## src/rtl/alu8_pkg.sv

```systemverilog
package alu8_pkg;
  localparam int NFLAG = 6;
  localparam int F_C = 0;
  localparam int F_Z = 1;
  localparam int F_N = 2;
  localparam int F_V = 3;
  localparam int F_S = 4;
  localparam int F_H = 5;

  typedef enum logic [3:0] {
    OP_ADD  = 4'd0,
    OP_ADC  = 4'd1,
    OP_SUB  = 4'd2,
    OP_SBC  = 4'd3,
    OP_CMP  = 4'd4,
    OP_CMPC = 4'd5,
    OP_AND  = 4'd6,
    OP_OR   = 4'd7,
    OP_XOR  = 4'd8
  } alu_op_e;

  typedef enum logic [1:0] {
    BW_AND = 2'd0,
    BW_OR  = 2'd1,
    BW_XOR = 2'd2
  } bw_sel_e;

  // carry out of one bit column, from its operand bits and sum bit
  function automatic logic col_carry(input logic d, input logic r, input logic x);
    return (d & r) | (r & ~x) | (d & ~x);
  endfunction
endpackage

```

## src/rtl/alu8_addsub.sv

```systemverilog
module alu8_addsub #(
  parameter int W = 8
) (
  input  logic [W-1:0] a,
  input  logic [W-1:0] b,
  input  logic         sub,
  input  logic         cin,
  output logic [W-1:0] sum,
  output logic         c_out,
  output logic         h_out,
  output logic         v_out
);
  import alu8_pkg::*;
  localparam int MSB = W - 1;
  localparam int HB  = W / 2 - 1;

  logic [W-1:0] b_eff;
  logic         c_raw;
  logic         h_raw;

  always_comb begin
    b_eff = sub ? ~b : b;
    sum   = a + b_eff + {{(W-1){1'b0}}, cin};
    c_raw = col_carry(a[MSB], b_eff[MSB], sum[MSB]);
    h_raw = col_carry(a[HB], b_eff[HB], sum[HB]);
    c_out = c_raw ^ sub;
    h_out = h_raw ^ sub;
    v_out = (a[MSB] & b_eff[MSB] & ~sum[MSB]) | (~a[MSB] & ~b_eff[MSB] & sum[MSB]);
  end
endmodule

```

## src/rtl/alu8_bitwise.sv

```systemverilog
module alu8_bitwise #(
  parameter int W = 8
) (
  input  logic [W-1:0]      a,
  input  logic [W-1:0]      b,
  input  alu8_pkg::bw_sel_e sel,
  output logic [W-1:0]      y
);
  import alu8_pkg::*;
  always_comb begin
    unique case (sel)
      BW_AND:  y = a & b;
      BW_OR:   y = a | b;
      BW_XOR:  y = a ^ b;
      default: y = '0;
    endcase
  end
endmodule

```

## src/rtl/alu8_flagpack.sv

```systemverilog
module alu8_flagpack #(
  parameter int W = 8
) (
  input  logic [W-1:0]               res,
  input  logic                       is_arith,
  input  logic                       is_logic,
  input  logic                       c_in,
  input  logic                       h_in,
  input  logic                       v_in,
  output logic [alu8_pkg::NFLAG-1:0] fval,
  output logic [alu8_pkg::NFLAG-1:0] fupd
);
  import alu8_pkg::*;
  logic n_b;
  logic v_b;

  always_comb begin
    n_b = res[W-1];
    v_b = is_arith ? v_in : 1'b0;
    fval      = '0;
    fval[F_C] = is_arith & c_in;
    fval[F_H] = is_arith & h_in;
    fval[F_Z] = (res == '0);
    fval[F_N] = n_b;
    fval[F_V] = v_b;
    fval[F_S] = n_b ^ v_b;
    fupd      = '0;
    if (is_arith || is_logic) begin
      fupd[F_Z] = 1'b1;
      fupd[F_N] = 1'b1;
      fupd[F_V] = 1'b1;
      fupd[F_S] = 1'b1;
    end
    if (is_arith) begin
      fupd[F_C] = 1'b1;
      fupd[F_H] = 1'b1;
    end
  end
endmodule

```

## src/rtl/alu8_core.sv

```systemverilog
module alu8_core #(
  parameter int W = 8
) (
  input  logic [3:0]                 op_sel,
  input  logic [W-1:0]               opd_a,
  input  logic [W-1:0]               opd_b,
  input  logic                       carry_in,
  output logic [W-1:0]               res,
  output logic                       res_wr,
  output logic [alu8_pkg::NFLAG-1:0] flag_val,
  output logic [alu8_pkg::NFLAG-1:0] flag_upd
);
  import alu8_pkg::*;

  logic      is_arith, is_logic, is_sub, cin_eff;
  bw_sel_e   bw_sel;
  logic [W-1:0] sum_y, bw_y;
  logic      c_a, h_a, v_a;

  // operation decode
  always_comb begin
    is_arith = 1'b0;
    is_logic = 1'b0;
    is_sub   = 1'b0;
    cin_eff  = 1'b0;
    res_wr   = 1'b0;
    bw_sel   = BW_AND;
    case (op_sel)
      OP_ADD:  begin is_arith = 1'b1; res_wr = 1'b1; end
      OP_ADC:  begin is_arith = 1'b1; res_wr = 1'b1; cin_eff = carry_in; end
      OP_SUB:  begin is_arith = 1'b1; res_wr = 1'b1; is_sub = 1'b1; cin_eff = 1'b1; end
      OP_SBC:  begin is_arith = 1'b1; res_wr = 1'b1; is_sub = 1'b1; cin_eff = ~carry_in; end
      OP_CMP:  begin is_arith = 1'b1; is_sub = 1'b1; cin_eff = 1'b1; end
      OP_CMPC: begin is_arith = 1'b1; is_sub = 1'b1; cin_eff = ~carry_in; end
      OP_AND:  begin is_logic = 1'b1; res_wr = 1'b1; bw_sel = BW_AND; end
      OP_OR:   begin is_logic = 1'b1; res_wr = 1'b1; bw_sel = BW_OR; end
      OP_XOR:  begin is_logic = 1'b1; res_wr = 1'b1; bw_sel = BW_XOR; end
      default: ;
    endcase
  end

  alu8_addsub #(.W(W)) u_addsub (
    .a(opd_a), .b(opd_b), .sub(is_sub), .cin(cin_eff),
    .sum(sum_y), .c_out(c_a), .h_out(h_a), .v_out(v_a)
  );

  alu8_bitwise #(.W(W)) u_bitwise (
    .a(opd_a), .b(opd_b), .sel(bw_sel), .y(bw_y)
  );

  always_comb begin
    if (is_arith)      res = sum_y;
    else if (is_logic) res = bw_y;
    else               res = '0;
  end

  alu8_flagpack #(.W(W)) u_flags (
    .res(res), .is_arith(is_arith), .is_logic(is_logic),
    .c_in(c_a), .h_in(h_a), .v_in(v_a),
    .fval(flag_val), .fupd(flag_upd)
  );
endmodule

```

## config.mk

```make
export PLATFORM = sky130hd
export DESIGN_NAME = alu8_core
export DESIGN_NICKNAME = d
export VERILOG_FILES = /design/src/rtl/alu8_pkg.sv /design/src/rtl/alu8_addsub.sv /design/src/rtl/alu8_bitwise.sv /design/src/rtl/alu8_flagpack.sv /design/src/rtl/alu8_core.sv
export SDC_FILE = /design/constraint.sdc
export NUM_CORES = 1
export LEC_CHECK = 0
export ABC_AREA = 1
export BUFFER_PORTS_ARGS = -buffer_cell sky130_fd_sc_hd__buf_2
export CAP_MARGIN = 20
export CORE_MARGIN = 4
export CORE_UTILIZATION = 55
export DETAILED_ROUTE_END_ITERATION = 6
export PLACE_DENSITY = 0.83
export SLEW_MARGIN = 20
export SYNTH_ARGS = -nofsm -noshare
export SYNTH_HDL_FRONTEND = slang
export SYNTH_SLANG_ARGS = --single-unit
```

## constraint.sdc

```tcl
create_clock -name vclk -period 4.4
set_input_delay 0.44 -clock vclk [all_inputs]
set_output_delay 0.44 -clock vclk [all_outputs]
set_load 0.02 [all_outputs]
```

# After elaboration in Yosys (flattened, before gate mapping)
# Cells that the tools add are included.
# word_totals
elab_cells,63
register_bits,0
# classes
reduce_logical,10
n_mux,13
n_addsub,2
eq_ne,10
bitwise,28
# op_table
op,count
8-bit 2-to-1 mux,3
8-bit case mux with 3 select lines,1
4-bit by 3-bit equality test with 1-bit output (second input constant),4
1-bit AND,11
8-bit by 1-bit adder with 8-bit output,1
8-bit adder,1
8-bit AND,1
4-bit by 2-bit equality test with 1-bit output (second input constant),2
8-bit zero test,1
8-bit NOT,1
8-bit OR,1
8-bit bitwise XOR,1
7-bit OR reduction,1
1-bit 2-to-1 mux,6
6-bit OR reduction,1
1-bit NOT,5
1-bit OR,5
4-bit by 1-bit equality test with 1-bit output (second input constant),1
4-bit equality test (second input constant),1
4-bit zero test,1
4-bit 2-to-1 mux,1
2-bit case mux with 2 select lines,1
2-bit OR reduction,2
4-bit OR reduction,1
other kinds (7),9

# Logic depth before layout (Yosys ltp)
# Gate-level depths: netlist of the first run.
# depth
depth_word,12
ltp_mapped,21
ltp_nobuf,20

# Cells and area by module
# A second synthesis of the first run with hierarchy kept.
# hier_totals
cells_unflattened,215
area_unflattened_um2,1386.3
# modules_own_cells
mod,area_each_um2,n_inst,seq_area_each_um2,cells_each
alu8_addsub,525.5,1,0.0,75
alu8_bitwise,520.5,1,0.0,69
alu8_core,215.2,1,0.0,46
alu8_flagpack,125.1,1,0.0,25

# Least setup slack after synthesis of the first run
# No wires, ideal clock.
# synth_path
kind,in2out
startpoint,input port op_sel[1]
endpoint,output port flag_val[4] (netlist bit)
arrival_ns,3.506
cell_stages,17
slack_ns,0.454
n_path_buf,2
cell_sequence,buf_6 o21ai_1 buf_4 xor2_1 inv_1 fa_1 nand2_1 nand2_1 nand3_1 nand2_1 nand2_1 nand2_1 a21oi_1 fa_1 or2_2 nand2_2 xor2_1
# synth_lines
item,line,rtl
start: declaration,alu8_core.sv:4,"input logic [3:0] op_sel,"
4-bit by 3-bit equality test with 1-bit output or 4-bit by 2-bit equality test with 1-bit output (tied branches),alu8_core.sv:28,case (op_sel)
4-bit OR reduction (no line),--,
1-bit 2-to-1 mux,alu8_core.sv:28,
8-bit 2-to-1 mux,alu8_addsub.sv:22,b_eff = sub ? ~b : b;
8-bit adder,alu8_addsub.sv:23,"sum = a + b_eff + {{(W-1){1'b0}}, cin};"
8-bit by 1-bit adder with 8-bit output,alu8_addsub.sv:23,
8-bit 2-to-1 mux *,alu8_core.sv:52,if (is_arith) res = sum_y;
"named net flag_val, one bit",alu8_core.sv:10,"output logic [alu8_pkg::NFLAG-1:0] flag_val,"
1-bit bitwise XOR *,alu8_flagpack.sv:26,fval[F_S] = n_b ^ v_b;
end: declaration,alu8_core.sv:10,
# Mark *: on every way through the listed nets, which the timed path passes. The rest lies on a longest branch.

# Worst setup path after layout of the first run
# layout_path
startpoint,input port op_sel[2]
endpoint,output port flag_val[4] (netlist bit)
# layout_via
elab_chain_cells,11
# layout_lines
item,line,rtl
4-bit by 3-bit equality test with 1-bit output or 4-bit by 2-bit equality test with 1-bit output (tied branches),alu8_core.sv:28,
4-bit OR reduction (no line),--,
1-bit 2-to-1 mux,alu8_core.sv:28,
8-bit 2-to-1 mux,alu8_addsub.sv:22,
8-bit adder,alu8_addsub.sv:23,
8-bit by 1-bit adder with 8-bit output,alu8_addsub.sv:23,
1-bit NOT,alu8_addsub.sv:28,v_out = (a[MSB] & b_eff[MSB] & ~sum[MSB]) | (~a[MSB] & ~b_eff[MSB] & sum[MSB]);
1-bit AND,alu8_addsub.sv:28,
1-bit OR,alu8_addsub.sv:28,
1-bit 2-to-1 mux,alu8_flagpack.sv:19,v_b = is_arith ? v_in : 1'b0;
1-bit bitwise XOR *,alu8_flagpack.sv:26,
# Mark *: on every way between the ends. The rest lies on a longest branch, timed or not.

==> flow_summary.toml, run 1 <==
[sta]
whs_ns = 1.28
tns_ns = 0
tightest_slew_ns = 0.355
hold_violations = 0
finalSetupViolCount = 0
min_period_ns = 3.96
relSlewSlack_pct = 76.3
fin_crit_sh_pct = 90.0
drv_slew = 0
clock.fmax_mhz = 252
rsz0062_at_grt = "false"
layout_setup_ws_ns = 0.439

[status]
status = "finished clean"

[placement]
port_buffers = 42
post_dp_cell_area_um2 = 1530
place_ws_ns = 0.416
hpwl_mm = 2.62
numPlacedInstances = 277
place.gp.congestion = 0.853

[logic_synthesis]
synth_fp_nets = 263
ys.warnings.count = 0
syn_avg_cell_area_um2 = 6.26
synth_area_um2 = 1340
yosysSeqAreaShare_pct = 0
synth_cell_types = 26
netlist_instances = 214

[die]
chipWidth_um = 57.3
core_area_um2 = 2250
die_area_um2 = 3290
io_pins = 42
fp.dieH_um = 57.3
rows = 17
start_util_pct = 59.4

[worst_setup_path]
crit_fanout = 7
crit_required_ns = 3.96
crit_arrival_ns = 3.52
crit_type = "in -> out"
cp-start-kind = "input port"
critPathCaptureType = "primary output"

[job]
maxCapViolations = 0

[layout]
nNetsFinal = 300
clock_buffers = 0
final_area_um2 = 1530
drive_gt1_share_pct = 28.1
finalNonFillerCells = 277
nFlopsAndLatches = 0
insertedDiodeCount = 0
utilization_pct = 67.8
seqCellArea_um2 = 0
area_growth_pct = 14.1

[route]
via_per_inst = 4.88
drc = 0
wl_mm = 3.06
drt_first_pass_iters = 4
drt_iter0_markers = 43
wl_per_cell_um = 11.1
vias = 1352
antenna_left = 0

[power_and_ir_drop]
cellLeakagePower_nw = 0.981
peakVddDrop_mv = 0.142
finalPower_uw = 254
cellPowerDensity_nw_per_um2 = 167

[global_route]
antenna_found_initial = 0
grt_usage_pct = 19.5
grt_max_degree = 10
grt_pass1_vias = 1239
grt_overflow = 0
grt_pass1_wl_mm = 5.26

[clock_tree]
cts_setup_buffers = 0
postCtsHoldBufs = 0
ctsResizeCount = 0

[min_path]
hp-class = "in -> out"
## per-layer routing
layer  up-vias  global-route usage (%)  part of all wire (%)
met2        35                    35.7                    49
met4         0                    5.30                   1.4
met1       597                    24.6                    44
li1        715                       -                     -
met3         5                   0.679                   4.8
met5         -                       0                     0
## cell usage in the layout (no fill, tap or decap), types with 3 or more instances in the layout
cell type / count
ha_1: 24
a21oi_1: 6
nor2_1: 12
nor2_2: 6
buf_2: 42
inv_1: 50
nand2_2: 4
nand2_1: 42
nand3_1: 25
xor2_1: 9
fa_1: 4
nor2_4: 3
nand2_4: 3
## final timing paths
check | startpoint | end | cells past startpoint | slack, ns
setup / recovery | op_sel[2] | flag_val[4] | 21 | 0.44
hold / removal | op_sel[3] | flag_upd[5] | 3 | 1.28
## cell families after synthesis
logic type,Yosys count,synth area share [%]
buf+inv,62,20.4
xor+xnor,9,5.89
simple gates,98,35.6
compound gates,17,9.72
fa+ha+maj,28,28.4
## power by group
part	switching (mW)	leakage, nW	internal [mW]
sequential	0	0	0
clock	0	0	0
combinational	0.161	0.981	0.0936
total	0.161	0.981	0.0936
## layout make-up
type | count | area [µm²]
fill | 224 | 727
multi-input combinational | 152 | 1070
timing repair buffer | 44 | 225
inverter | 53 | 201
tap | 28 | 35.0
## critical path, stage by stage
cell	delay (ns)
buf_2	0.17
nor2_1	0.07
inv_1	0.08
nand2_1	0.05
o21ai_1	0.12
buf_4	0.20
xor2_1	0.15
inv_1	0.07
fa_1	0.42
nand2_1	0.07
nand2_1	0.06
nand3_1	0.08
nand2_1	0.05
nand2_1	0.07
nand2_1	0.06
a21oi_1	0.15
fa_1	0.47
or2_2	0.32
nand2_2	0.11
xor2_1	0.13
buf_2	0.17
## cells in the mapped netlist
| library cell | count | area [µm²] |
|---|---|---|
| a21oi_4 | 1 | 16.3 |
| o21ai_2 | 2 | 17.5 |
| nand2_2 | 4 | 25.0 |
| nor2_1 | 12 | 45.0 |
| nand2_1 | 42 | 158 |
| a41o_1 | 1 | 10.0 |
| xor2_1 | 9 | 78.8 |
| a211oi_2 | 1 | 12.5 |
| inv_1 | 50 | 188 |
| or2_0 | 1 | 6.26 |
| o21ai_4 | 1 | 16.3 |
| fa_1 | 4 | 80.1 |
| ha_1 | 24 | 300 |
| o21ai_1 | 2 | 10.0 |
| a21o_1 | 1 | 7.51 |
| inv_4 | 1 | 6.26 |
| nor2_2 | 6 | 37.5 |
| nand3_1 | 25 | 125 |
| buf_6 | 1 | 11.3 |
| or2_2 | 2 | 12.5 |
| nor2_4 | 3 | 33.8 |
| a21oi_1 | 6 | 30.0 |
| inv_2 | 2 | 7.51 |
| buf_4 | 8 | 60.1 |
| o21ai_0 | 2 | 10.0 |
| nand2_4 | 3 | 33.8 |
No activity file was read; power rests on OpenSTA's default activity.
==> inputs of run 2 (changes only) <==
BUFFER_PORTS_ARGS = -buffer_cell sky130_fd_sc_hd__buf_4   (was -buffer_cell sky130_fd_sc_hd__buf_2)
==> run 2 against run 1 <==
Against the previous run: routed wire length grew 1.1%; hold slack got worse by 0.046 ns; non-clock buffer count unchanged; global-route usage hardly changed; critical path depth shrank 1; combinational power grew 8.7%; cell count unchanged; critical path type unchanged; largest power group unchanged.
==> flow_summary.toml, run 2 (synthesized netlist as in run 1, its figures left out) <==
[layout]
utilization_pct = 72.4
insertedDiodeCount = 0
clock_buffers = 0
drive_gt1_share_pct = 28.1
nNetsFinal = 300
seqCellArea_um2 = 0
nFlopsAndLatches = 0
nFillCells = 221
final_common_cell = "inv_1"
layout.cells.most_common_list = "inv_1, buf_4, nand2_1"
area_growth_pct = 22.0

[status]
status = "finished clean"

[global_route]
grt_pass1_wl_mm = 5.33
grt_pass1_vias = 1231
antenna_found_initial = 0
grt_usage_pct = 19.5
grt_overflow = 0
grt_max_degree = 10

[sta]
fin_crit_sh_pct = 90.5
tightest_slew_ns = 0.384
whs_ns = 1.23
min_period_ns = 3.98
clock.fmax_mhz = 251
drv_slew = 0
hold_violations = 0
relSlewSlack_pct = 74.3
tns_ns = 0
rsz0062_at_grt = "false"
layout_setup_ws_ns = 0.418
finalSetupViolCount = 0

[die]
io_pins = 42
core_area_um2 = 2250
start_util_pct = 59.4
chipWidth_um = 57.3
rows = 17
die_area_um2 = 3290
fp.dieH_um = 57.3

[worst_setup_path]
crit_fanout = 6
critPathCaptureType = "primary output"
cp-start-kind = "input port"
crit_required_ns = 3.96
crit_arrival_ns = 3.54
crit_type = "in -> out"

[clock_tree]
postCtsHoldBufs = 0
cts_setup_buffers = 0
ctsResizeCount = 0

[route]
antenna_left = 0
drc = 0
vias = 1364
wl_mm = 3.10
drt_iter0_markers = 34
wl_per_cell_um = 11.2
via_per_inst = 4.92
drt_first_pass_iters = 4

[placement]
place.gp.congestion = 0.929
hpwl_mm = 2.59
port_buffers = 42
place_ws_ns = 0.428

[power_and_ir_drop]
cellLeakagePower_nw = 1.01
peakVddDrop_mv = 0.139
cellPowerDensity_nw_per_um2 = 169

[job]
maxCapViolations = 0

[min_path]
hold_path_depth = 3
hp-class = "in -> out"
[run 2: routing by layer]
layer  routed length [µm]  vias up  GRT usage (%)
li1                     -      711              -
met1                 1410      614           26.3
met2                 1500       35           34.3
met3                  163        4           1.81
met4                   25        0           2.65
met5                    0        -              0
[run 2: power breakdown]
group	internal, mW	switching (mW)	leakage, nW
Sequential	0	0	0
Clock	0	0	0
Combinational	0.114	0.162	1.01
[run 2: worst paths after layout]
| check | to | slack [ns] | start |
|---|---|---|---|
| setup / recovery | flag_val[4] | 0.42 | op_sel[2] |
| hold / removal | flag_upd[5] | 1.23 | op_sel[3] |
[run 2: layout make-up]
| cell class | instances | area [µm²] | share of cell area, % |
|---|---|---|---|
| Inverter | 53 | 201 | 12.3 |
| Multi-Input combinational cell | 152 | 1070 | 65.3 |
| Tap cell | 28 | 35.0 | 2.15 |
| Timing Repair Buffer | 44 | 330 | 20.2 |
[run 2: stage by stage]
step | power (mW) | cell area, µm² | std cells
5_1_grt | 0.308 | 1630 | 277
3_5_place_dp | 0.276 | 1630 | 277
4_1_cts | 0.277 | 1630 | 277
6_report | 0.276 | 1630 | 277
2_1_floorplan | 0.192 | 1340 | 214
3_3_place_gp | 0.272 | 1630 | 277
[run 2: worst max-delay path, stage by stage]
cell     delay, ns
buf_4         0.14
inv_1         0.06
nor2_2        0.04
o21ai_1       0.28
buf_4         0.22
xor2_1        0.24
inv_1         0.08
ha_1          0.29
nand2_1       0.06
inv_1         0.04
nand3_1       0.09
nand2_1       0.06
nand2_1       0.08
nand2_1       0.06
a21oi_1       0.16
fa_1          0.47
or2_2         0.32
nand2_2       0.11
xor2_1        0.15
buf_4         0.16
==> inputs of run 3 (changes only) <==
ABC_AREA = 0   (was 1)
CORE_UTILIZATION = 53   (was 55)
==> run 3 against run 2 <==
Against the previous run: power decreased by 7.4%; first-iteration DRC count decreased by 41%; critical path type unchanged; non-clock buffer count decreased by 1; clock-buffer cell count unchanged; die area decreased by 9.6%; cell count decreased by 25%; synthesized cell count decreased by 29%; core utilization decreased by 1.7 points.
==> flow_summary.toml, run 3 <==
[job]
maxCapViolations = 0

[logic_synthesis]
synthTopCellsByArea = "ha_1, xnor2_1, inv_1, fa_1, nor2_1"
synth_cell_types = 33
syn_avg_cell_area_um2 = 7.60
yosysSeqAreaShare_pct = 0
synth_fp_nets = 200
synth_commonest_cells = "ha_1, inv_1, nor2_1, a21oi_1, xnor2_1"
ys.warnings.count = 0
netlist_instances = 151
synth_area_um2 = 1150
yosysTopAreaCellShare_pct = 26.2
yosys.area.top_type = "ha_1"

[sta]
finalSetupViolCount = 0
whs_ns = 1.27
clock.fmax_mhz = 248
tightest_slew_ns = 0.650
rsz0062_at_grt = "false"
layout_setup_ws_ns = 0.372
drv_slew = 0
min_period_ns = 4.03
fin_crit_sh_pct = 91.5
hold_violations = 0
tns_ns = 0
relSlewSlack_pct = 56.6

[global_route]
antenna_found_initial = 0
grt_max_degree = 12
grt_pass1_vias = 1035
grt_pass1_wl_mm = 4.37
grt_usage_pct = 19.2
grt_overflow = 0

[layout]
seqCellArea_um2 = 0
clock_buffers = 0
layout.cells.most_common_list = "buf_4, inv_1, ha_1"
drive_gt1_share_pct = 27.1
area_growth_pct = 23.4
nNetsFinal = 232
final_area_um2 = 1420
utilization_pct = 70.8
final_common_cell = "buf_4"
insertedDiodeCount = 0
nFillCells = 171
nFlopsAndLatches = 0

[die]
rows = 16
io_pins = 42
start_util_pct = 57.3
fp.dieH_um = 54.5
core_area_um2 = 2000
die_area_um2 = 2970
chipWidth_um = 54.5

[route]
via_per_inst = 5.37
antenna_left = 0
drc = 0
vias = 1116
drt_first_pass_iters = 4
wl_per_cell_um = 13.2
wl_mm = 2.75
drt_iter0_markers = 20

[min_path]
hp-class = "in -> out"

[placement]
post_dp_cell_area_um2 = 1420
place.gp.congestion = 0.860
hpwl_mm = 2.37
port_buffers = 42
place_ws_ns = 0.377

[status]
status = "finished clean"

[worst_setup_path]
crit_required_ns = 3.96
crit_start = "op_sel[2]"
crit_arrival_ns = 3.59
crit_fanout = 11
cp-start-kind = "input port"
crit_type = "in -> out"
endpoint = "flag_val[4]"
critPathCaptureType = "primary output"

[power_and_ir_drop]
peakVddDrop_mv = 0.105
cellLeakagePower_nw = 0.773
cellPowerDensity_nw_per_um2 = 180

[clock_tree]
ctsResizeCount = 0
postCtsHoldBufs = 0
cts_setup_buffers = 0
[run 3: changes by cell type after synthesis, moves of 5 or more]
cell | before | now
nand3_1 | 25 | 0
a21oi_1 | 6 | 11
inv_1 | 50 | 24
a221oi_1 | 0 | 5
xnor2_1 | 0 | 11
nor2_2 | 6 | 1
nand2_1 | 42 | 4
[run 3: per-stage QoR]
stage / total power, mW / instances
floorplan: 0.178 / 151
global placement: 0.248 / 208
detailed placement: 0.255 / 208
CTS: 0.256 / 208
global route: 0.281 / 208
finish: 0.256 / 208
[run 3: how the worst min path moves through the flow]
| stage | startpoint | endpoint | slack, ns | cells after the start |
|---|---|---|---|---|
| 2_1_floorplan | op_sel[1] | flag_upd[1] | 1.21 | 2 |
| 3_5_place_dp | op_sel[3] | res_wr | 1.26 | 3 |
| 6_report | op_sel[3] | res_wr | 1.27 | 3 |
| 4_1_cts | op_sel[3] | res_wr | 1.27 | 3 |
| 5_1_grt | op_sel[3] | res_wr | 1.30 | 3 |
| 3_3_place_gp | op_sel[3] | res_wr | 1.27 | 3 |
[run 3: critical path, stage by stage]
cell and delay [ns]:
buf_4 0.16, xnor2_1 0.14, nor2_2 0.29, buf_4 0.24, xnor2_1 0.13, ha_1 0.30, o21ai_0 0.21, o21bai_1 0.08
a21oi_1 0.24, o21bai_1 0.09, a21oi_1 0.19, fa_1 0.48, o22a_1 0.28, xnor2_1 0.17, buf_4 0.16
[run 3: area by class of cell]
| type | count | area [µm²] | area share, % |
|---|---|---|---|
| Multi-Input combinational cell | 114 | 970 | 68.5 |
| Timing Repair Buffer | 43 | 323 | 22.8 |
| Inverter | 24 | 90.1 | 6.36 |
| Tap cell | 27 | 33.8 | 2.39 |
[run 3: where the power goes]
group,switching [mW],internal [mW]
clock,0,0
sequential,0,0
combinational,0.141,0.115
[run 3: metal layers]
layer  global-route usage [%]  part of all wire [%]
met5                        0                     0
met4                        0                     0
met3                    0.272                   5.6
met2                     38.8                    52
met1                     23.4                    43
[run 3: logic make-up after synthesis]
| group | after synthesis | share of synthesized area [%] |
|---|---|---|
| adder cells (fa/ha/maj) | 28 | 33.2 |
| AO/OA/AOI/OAI | 40 | 23.7 |
| XOR/XNOR | 16 | 12.2 |
| AND/OR/NAND/NOR | 29 | 14.6 |
| buffers and inverters | 37 | 15.5 |
| multiplexers | 1 | 0.872 |
